### src/rtl/spi_irq_pkg.sv
package spi_irq_pkg;
    localparam int STAT_W = 7;
    localparam int BIT_MODF = 1;
    localparam int BIT_TXLOW = 2;
    localparam int BIT_TXFULL = 3;
    localparam int BIT_RXNE = 4;

    typedef enum logic [2:0] {
        ADR_STATUS = 3'd0,
        ADR_MSET   = 3'd1,
        ADR_MCLR   = 3'd2,
        ADR_MASK   = 3'd3,
        ADR_WMARK  = 3'd4
    } reg_addr_e;

    typedef enum logic {
        MF_CLEAR = 1'b0,
        MF_HELD  = 1'b1
    } modf_state_e;
endpackage

### src/rtl/spi_irq_sources.sv
module spi_irq_sources #(
    parameter int FIFO_DEPTH = 128,
    parameter int LVL_W = $clog2(FIFO_DEPTH + 1)
) (
    input  logic [LVL_W-1:0] tx_level,
    input  logic [LVL_W-1:0] rx_level,
    input  logic [LVL_W-1:0] thr,
    output logic             tx_low,
    output logic             tx_full,
    output logic             rx_nonempty
);
    localparam logic [LVL_W-1:0] FULL_MARK = LVL_W'(FIFO_DEPTH);

    always_comb begin
        tx_low      = (tx_level < thr);
        tx_full     = (tx_level >= FULL_MARK);
        rx_nonempty = (rx_level != '0);
    end
endmodule

### src/rtl/spi_irq_level_bit.sv
module spi_irq_level_bit (
    input  logic clk,
    input  logic rst_n,
    input  logic cond,
    input  logic clr,
    output logic q
);
    // a condition seen in this cycle wins over a clear in the same cycle
    always_ff @(posedge clk or negedge rst_n) begin
        if (!rst_n) q <= 1'b0;
        else        q <= (q & ~clr) | cond;
    end
endmodule

### src/rtl/spi_irq_modf.sv
module spi_irq_modf
    import spi_irq_pkg::*;
(
    input  logic clk,
    input  logic rst_n,
    input  logic evt,
    input  logic clr,
    output logic held
);
    modf_state_e state_q, state_d;

    always_ff @(posedge clk or negedge rst_n) begin
        if (!rst_n) state_q <= MF_CLEAR;
        else        state_q <= state_d;
    end

    always_comb begin
        state_d = state_q;
        unique case (state_q)
            MF_CLEAR: if (evt) state_d = MF_HELD;
            MF_HELD:  if (clr && !evt) state_d = MF_CLEAR;
            default:  state_d = MF_CLEAR;
        endcase
    end

    always_comb begin
        held = (state_q == MF_HELD);
    end
endmodule

### src/rtl/spi_irq_mask.sv
module spi_irq_mask #(
    parameter int W = 7
) (
    input  logic         clk,
    input  logic         rst_n,
    input  logic         set_en,
    input  logic         clr_en,
    input  logic [W-1:0] bits,
    output logic [W-1:0] mask_q
);
    for (genvar i = 0; i < W; i++) begin : g_bit
        always_ff @(posedge clk or negedge rst_n) begin
            if (!rst_n)                  mask_q[i] <= 1'b0;
            else if (set_en && bits[i])  mask_q[i] <= 1'b1;
            else if (clr_en && bits[i])  mask_q[i] <= 1'b0;
        end
    end
endmodule

### src/rtl/spi_irq_unit.sv
module spi_irq_unit
    import spi_irq_pkg::*;
#(
    parameter int FIFO_DEPTH = 128,
    parameter int DATA_W = 8,
    localparam int LVL_W = $clog2(FIFO_DEPTH + 1)
) (
    input  logic              clk,
    input  logic              rst_n,
    input  logic              reg_wr,
    input  logic              reg_rd,
    input  logic [2:0]        reg_addr,
    input  logic [DATA_W-1:0] reg_wdata,
    output logic [DATA_W-1:0] reg_rdata,
    input  logic [LVL_W-1:0]  tx_level,
    input  logic [LVL_W-1:0]  rx_level,
    input  logic              modf_evt,
    output logic              irq
);
    logic [STAT_W-1:0] status_q;
    logic [STAT_W-1:0] mask_q;
    logic [LVL_W-1:0]  thr_q;
    logic [DATA_W-1:0] rdata_d;
    logic wr_status, wr_mset, wr_mclr, wr_wmark;
    logic tx_low, tx_full, rx_nonempty;

    always_comb begin
        wr_status = reg_wr && (reg_addr_e'(reg_addr) == ADR_STATUS);
        wr_mset   = reg_wr && (reg_addr_e'(reg_addr) == ADR_MSET);
        wr_mclr   = reg_wr && (reg_addr_e'(reg_addr) == ADR_MCLR);
        wr_wmark  = reg_wr && (reg_addr_e'(reg_addr) == ADR_WMARK);
    end

    always_ff @(posedge clk or negedge rst_n) begin
        if (!rst_n)        thr_q <= LVL_W'(1);
        else if (wr_wmark) thr_q <= reg_wdata[LVL_W-1:0];
    end

    spi_irq_sources #(.FIFO_DEPTH(FIFO_DEPTH), .LVL_W(LVL_W)) u_src (
        .tx_level   (tx_level),
        .rx_level   (rx_level),
        .thr        (thr_q),
        .tx_low     (tx_low),
        .tx_full    (tx_full),
        .rx_nonempty(rx_nonempty)
    );

    for (genvar b = 0; b < STAT_W; b++) begin : g_stat
        if (b == BIT_MODF) begin : g_modf
            spi_irq_modf u_modf (
                .clk  (clk),
                .rst_n(rst_n),
                .evt  (modf_evt),
                .clr  (wr_status & reg_wdata[b]),
                .held (status_q[b])
            );
        end else if (b == BIT_TXLOW) begin : g_txlow
            spi_irq_level_bit u_lvl (
                .clk(clk), .rst_n(rst_n), .cond(tx_low),
                .clr(wr_status & reg_wdata[b]), .q(status_q[b])
            );
        end else if (b == BIT_TXFULL) begin : g_txfull
            spi_irq_level_bit u_lvl (
                .clk(clk), .rst_n(rst_n), .cond(tx_full),
                .clr(wr_status & reg_wdata[b]), .q(status_q[b])
            );
        end else if (b == BIT_RXNE) begin : g_rxne
            spi_irq_level_bit u_lvl (
                .clk(clk), .rst_n(rst_n), .cond(rx_nonempty),
                .clr(wr_status & reg_wdata[b]), .q(status_q[b])
            );
        end else begin : g_rsvd
            assign status_q[b] = 1'b0;
        end
    end

    spi_irq_mask #(.W(STAT_W)) u_mask (
        .clk   (clk),
        .rst_n (rst_n),
        .set_en(wr_mset),
        .clr_en(wr_mclr),
        .bits  (reg_wdata[STAT_W-1:0]),
        .mask_q(mask_q)
    );

    always_comb begin
        rdata_d = '0;
        unique case (reg_addr)
            ADR_STATUS: rdata_d = DATA_W'(status_q);
            ADR_MASK:   rdata_d = DATA_W'(mask_q);
            ADR_WMARK:  rdata_d = DATA_W'(thr_q);
            default:    rdata_d = '0;
        endcase
    end

    always_ff @(posedge clk or negedge rst_n) begin
        if (!rst_n)      reg_rdata <= '0;
        else if (reg_rd) reg_rdata <= rdata_d;
    end

    always_comb begin
        irq = |(status_q & mask_q);
    end
endmodule

### config.mk
export PLATFORM = sky130hd
export DESIGN_NAME = spi_irq_unit
export DESIGN_NICKNAME = d
export VERILOG_FILES = /design/src/rtl/spi_irq_pkg.sv /design/src/rtl/spi_irq_sources.sv /design/src/rtl/spi_irq_level_bit.sv /design/src/rtl/spi_irq_modf.sv /design/src/rtl/spi_irq_mask.sv /design/src/rtl/spi_irq_unit.sv
export SDC_FILE = /design/constraint.sdc
export NUM_CORES = 1
export LEC_CHECK = 0
export BUFFER_PORTS_ARGS = -buffer_cell sky130_fd_sc_hd__buf_2
export CAP_MARGIN = 20
export CORE_MARGIN = 3
export CORE_UTILIZATION = 50
export CTS_CLUSTER_DIAMETER = 50
export DETAILED_ROUTE_END_ITERATION = 12
export PLACE_DENSITY = 0.74
export SYNTH_ARGS = -nofsm -noshare
export SYNTH_HDL_FRONTEND = slang
export SYNTH_HIERARCHICAL = 1
export SYNTH_SLANG_ARGS = --single-unit
### constraint.sdc
create_clock -name clk -period 2.3 [get_ports clk]
set_input_delay 0.115 -clock clk [delete_from_list [all_inputs] [get_ports clk]]
set_output_delay 0.115 -clock clk [all_outputs]
set_load 0.01 [all_outputs]
-- Word level (Yosys, flattened, before mapping)
Cells that the tools add are included.
- $lt $le $gt $ge: 2
- equality and inequality tests: 4
- multiplexer cells: 18
- bitwise logic cells: 15
- reduce and logical (&&, ||, !) cells: 30
- operator list (cell ; count):
    $pmux 8 s3 ; 1
    $logic_and 1x1->1 ; 19
    $mux 1 ; 16
    $reduce_bool 2->1 ; 7
    $ge 8x8->1 const B ; 1
    $lt 8x8->1 ; 1
    $reduce_bool 8->1 ; 1
    $and 1x1->1 ; 7
    $and 5x7->7 ; 1
    $reduce_or 7->1 ; 1
    $eq 3x2->1 const B ; 2
    $not 1->1 ; 4
    $eq 3x1->1 const B ; 1
    $eq 3x3->1 const B ; 1
    $logic_not 3->1 ; 1
    $or 1x1->1 ; 3
    $pmux 1 s2 ; 1
    $logic_not 1->1 ; 1
- bits in registers: 27
- input port bits: 32
- output and inout bits: 9

-- Longest topological paths before layout
- word-level depth: 6
- mapped depth: 6

-- Hierarchy
The synthesis kept the hierarchy.
- modules (own cells, without submodules) (module ; times used ; cells an instance ; area each (µm²) ; sequential area each (µm²)):
    spi_irq_unit ; 1 ; 66 ; 807.0 ; 401.6
    spi_irq_mask ; 1 ; 21 ; 262.8 ; 175.2
    spi_irq_sources ; 1 ; 29 ; 196.4 ; 0.0
    spi_irq_level_bit ; 3 ; 3 ; 36.3 ; 25.0
    spi_irq_modf ; 1 ; 3 ; 36.3 ; 25.0

-- Worst setup path after synthesis
No wires, ideal clock.
- kind: input to register
- from: input port reg_addr[2]
- to: register u_mask.mask_q[0]
- library setup time: 0.121 ns
- arrival time: 1.225 ns
- path slack: 0.954 ns
- cell stages on the path: 4
- path buffers: 1
- cell sequence: buf_2 > nor4bb_1 > nand2_1 > a22o_1
- longest elaborated chain between the ends: 4
- elaborated cells between the ends (all ways): 8
- ends and longest elaborated chain (item ; line ; source):
    start, declared ; spi_irq_unit.sv:12 ; input logic [2:0] reg_addr,
    $eq 3x2->1 ; spi_irq_unit.sv:30 ; wr_mclr = reg_wr && (reg_addr_e'(reg_addr) == ADR_MCLR);
    $logic_and 1x1->1 ; spi_irq_unit.sv:30 ;
    via wr_mclr ; spi_irq_unit.sv:24 ; logic wr_status, wr_mset, wr_mclr, wr_wmark;
    $logic_and 1x1->1 ; spi_irq_mask.sv:15 ; else if (clr_en && bits[i]) mask_q[i] <= 1'b0;
    $reduce_bool 2->1 (no source line) ; - ;
    end signal, assigned by index ; spi_irq_mask.sv:13 ; if (!rst_n) mask_q[i] <= 1'b0;
    end signal, assigned by index ; spi_irq_mask.sv:14 ; else if (set_en && bits[i]) mask_q[i] <= 1'b1;
    end signal, assigned by index ; spi_irq_mask.sv:15 ;
    end, declared ; spi_irq_mask.sv:9 ; output logic [W-1:0] mask_q
The timed path passes the listed nets, and every way through them passes these cells.
A chain may end at the register's enable or synchronous reset.

-- Worst setup path after layout
- from: register thr_q[2]
- to: register g_stat[2].g_txlow.u_lvl.q
- longest elaborated chain between the ends: 2
- ends and longest elaborated chain (item ; line ; source):
    start, declared ; spi_irq_unit.sv:22 ; logic [LVL_W-1:0] thr_q;
    start signal, assigned ; spi_irq_unit.sv:36 ; else if (wr_wmark) thr_q <= reg_wdata[LVL_W-1:0];
    $lt 8x8->1 ; spi_irq_sources.sv:15 ; tx_low = (tx_level < thr);
    via tx_low ; spi_irq_unit.sv:25 ; logic tx_low, tx_full, rx_nonempty;
    $or 1x1->1 ; spi_irq_level_bit.sv:11 ; else q <= (q & ~clr) | cond;
    end signal, assigned ; spi_irq_level_bit.sv:11 ;
    end, declared ; spi_irq_level_bit.sv:6 ; output logic q
The timed path passes the listed nets, and every way through them passes these cells.

==> out/qor.txt <==
Antenna Nets Post-Route - 0
CTS tree - built
Pre-Repair DR Iteration Count - 5
setup_tns - 0 ns
Die ar. - 3500 um2
TritonCTS Buffers - 3
startpoint types - flip-flop
Slew Limit Fails - 0
commonest non-fill, non-tap cell in the layout - buf_2
Top Ports - 41
Worst-Margin Slew - 0.588 ns
CP max-delay cell - dfrtp_1
initial antenna violation count - 0
synthesized net count - 167
synth warn - 6
Placer Congestion - 0.810
later-pin clock latency in the skew report - 0.32 ns
leakage power - 0.000855 uW
Layout area overhead - 21.8%
Synth Instances - 128
critical path class - reg -> reg
final WL - 3260 um
status - complete, no violations
FF+latch count, synth - 27
final setup fails - 0
num rows - 18
vias in the first global route - 1,161
max_cap viols - 0
Worst-path clk slew - 0.15 ns
Power Total - 1090 uW
die span in x - 59.1 um
DRC - 0
ant diodes - 0
share of layout cells above drive strength 1 - 0.331
Final Critical Period - 1.49 ns
worst-path maximum fanout - 3
Inst Count DP - 197
post-synthesis sequential area ratio - 0.480
Worst VDD drop - 469 uV
Wirelength per Cell - 15.9 um
HPWL after detailed placement - 2480 um
Unique masters post-synth - 31
CP required - 2.58 ns
Max stage delay on crit path - 0.41 ns
placeable core area - 2590 um2
CTS Sinks - 27
relative slew slack - 0.608
H-tree depth - 1
vias per cell - 5.74
crit end category - flip-flop
global route overflow - 0
maximum clock frequency - 671 MHz
Cell Pwr Density - 633 nW/um2
period utilization - 0.648
Total GRT Usage - 0.203
RSZ-0062 raised after global routing - no
synthesized cell area - 1410 um2
most frequent cells in the layout - buf_2, dfrtp_1, inv_1, nand2_1
initial DRC count - 54
Initial Utilization - 0.545
crit-path cells - inv_1 -> ha_1 -> a211oi_2 -> o21ai_1 -> a41oi_1 -> a21o_1
Clock Tree Buf Depth - 2
Setup WS pre-CTS - 0.802 ns
hold crit path type - in -> reg
fin nets - 215
first-pass GRT wire length - 5310 um
Hold Slack - 0.0300 ns
Root Buffer - clkbuf_4
Post-CTS Setup Bufs - 0
IO Port Bufs - 40
Hold Vio Cnt, Final - 0
DIE HEIGHT - 59.1 um
Layout Skew - 0.00499 ns
setup slack after layout - 0.811 ns
Avg Synthesized Cell Area - 11.0 um2
worst path arrival time - 1.77 ns
Via Count - 1,177
fin cells - 205
largest net degree at the start of global routing - 28
-- layer usage --
| layer | vias to the layer above | GRT usage | part of all wire |
|---|---|---|---|
| met5 | - | 0 | 0 |
| met1 | 562 | 0.266 | 0.45 |
| li1 | 557 | - | - |
| met3 | 6 | 0.0458 | 0.079 |
| met2 | 52 | 0.323 | 0.46 |
| met4 | 0 | 0.0841 | 0.016 |
-- synth_stat cells (all sizes together) --
library cell  instances  share of area
a211oi                1         0.0089
a21o                  4          0.021
a21oi                 2         0.0071
a221o                 3          0.021
a22o                  8          0.050
a22oi                 2          0.011
a41oi                 1         0.0062
and2                  4          0.018
and4b                 1         0.0071
and4bb                1         0.0089
buf                   2         0.0089
clkbuf                2         0.0053
dfrtp                26           0.46
dfstp                 1          0.019
ha                    7          0.062
inv                  16          0.043
mux2                  8          0.064
mux2i                 4          0.028
nand2                11          0.029
nand2b                4          0.018
nand4b                1         0.0062
nor2                  2         0.0053
nor2b                 4          0.018
nor4                  2         0.0089
nor4b                 1         0.0062
nor4bb                3          0.021
o21ai                 2         0.0071
o221ai                4          0.025
or3b                  1         0.0062
-- final timing paths --
kind                                          startpoint                                   to  cells past startpoint  slack (ns)
worst min-delay path                        reg_wdata[0]         u_mask/mask_q[0]$_DFFE_PN0P_                      2        0.03
worst min register to register  reg_rdata[1]$_DFFE_PN0P_             reg_rdata[1]$_DFFE_PN0P_                      2        0.51
worst max-delay path                thr_q[2]$_DFFE_PN0P_  g_stat[2].g_txlow.u_lvl/q$_DFF_PN0_                      6        0.81
max in group asynchronous                          rst_n             reg_rdata[3]$_DFFE_PN0P_                      2        1.61
min in group asynchronous                          rst_n         u_mask/mask_q[5]$_DFFE_PN0P_                      2        0.30
worst max register to register      thr_q[2]$_DFFE_PN0P_  g_stat[2].g_txlow.u_lvl/q$_DFF_PN0_                      6        0.81
-- registers in the layout (all words and copies together), names as in the netlist --
name	flops
g_stat.g_txfull.u_lvl/q	1
g_stat.g_modf.u_modf/held	1
thr_q	8
g_stat.g_txlow.u_lvl/q	1
reg_rdata	8
u_mask/mask_q	7
g_stat.g_rxne.u_lvl/q	1
-- cell families (layout without fill, tap and decap cells) --
family                   count (synthesis)  after routing  share of synthesized area
buffers and inverters                   20             67                     0.0567
AND/OR/NAND/NOR                         35             35                      0.152
adder cells (fa/ha/maj)                  7              7                     0.0621
AO/OA/AOI/OAI                           27             27                      0.157
multiplexers                            12             12                     0.0922
flip-flops                              27             27                      0.480
-- stage by stage --
stage / cell area (um2) / util
after floorplan: 1410 / -
after global placement: 1650 / 0.638
after detailed placement: 1650 / 0.638
after CTS: 1710 / 0.660
after global routing: 1720 / 0.664
final: 1720 / 0.664
-- what timing repair did --
action                    CTS  global route
hold buffers                3             1
gates resized for setup     0             0
hold endpoints to repair   28             1
-- power by group --
| group | total, uW | leakage, uW | internal, uW | switching [uW] |
|---|---|---|---|---|
| Sequential | 610 | 0.000321 | 552 | 58.9 |
| Clock | 205 | 0.0000177 | 65.2 | 140 |
| Combinational | 272 | 0.000516 | 144 | 128 |
| Total | 1090 | 0.000855 | 761 | 327 |
-- cell type report --
class,count,area (um2)
Timing Repair Buffer,47,263
Clock buffer,3,22.5
Tap cell,30,37.5
Inverter,16,60.1
Clock inverter,1,5.00
Sequential cell,27,677
Multi-Input combinational cell,81,654
Fill cell,211,871
-- worst max-delay path: cells and delay by family, from the launching register on --
kind	cells	cell delay [ns]
AO/OA/AOI/OAI	4	0.69
adder cells (fa/ha/maj)	1	0.29
buffers and inverters	1	0.05
flip-flops	1	0.41
Power figures use the tool's default switching activity.
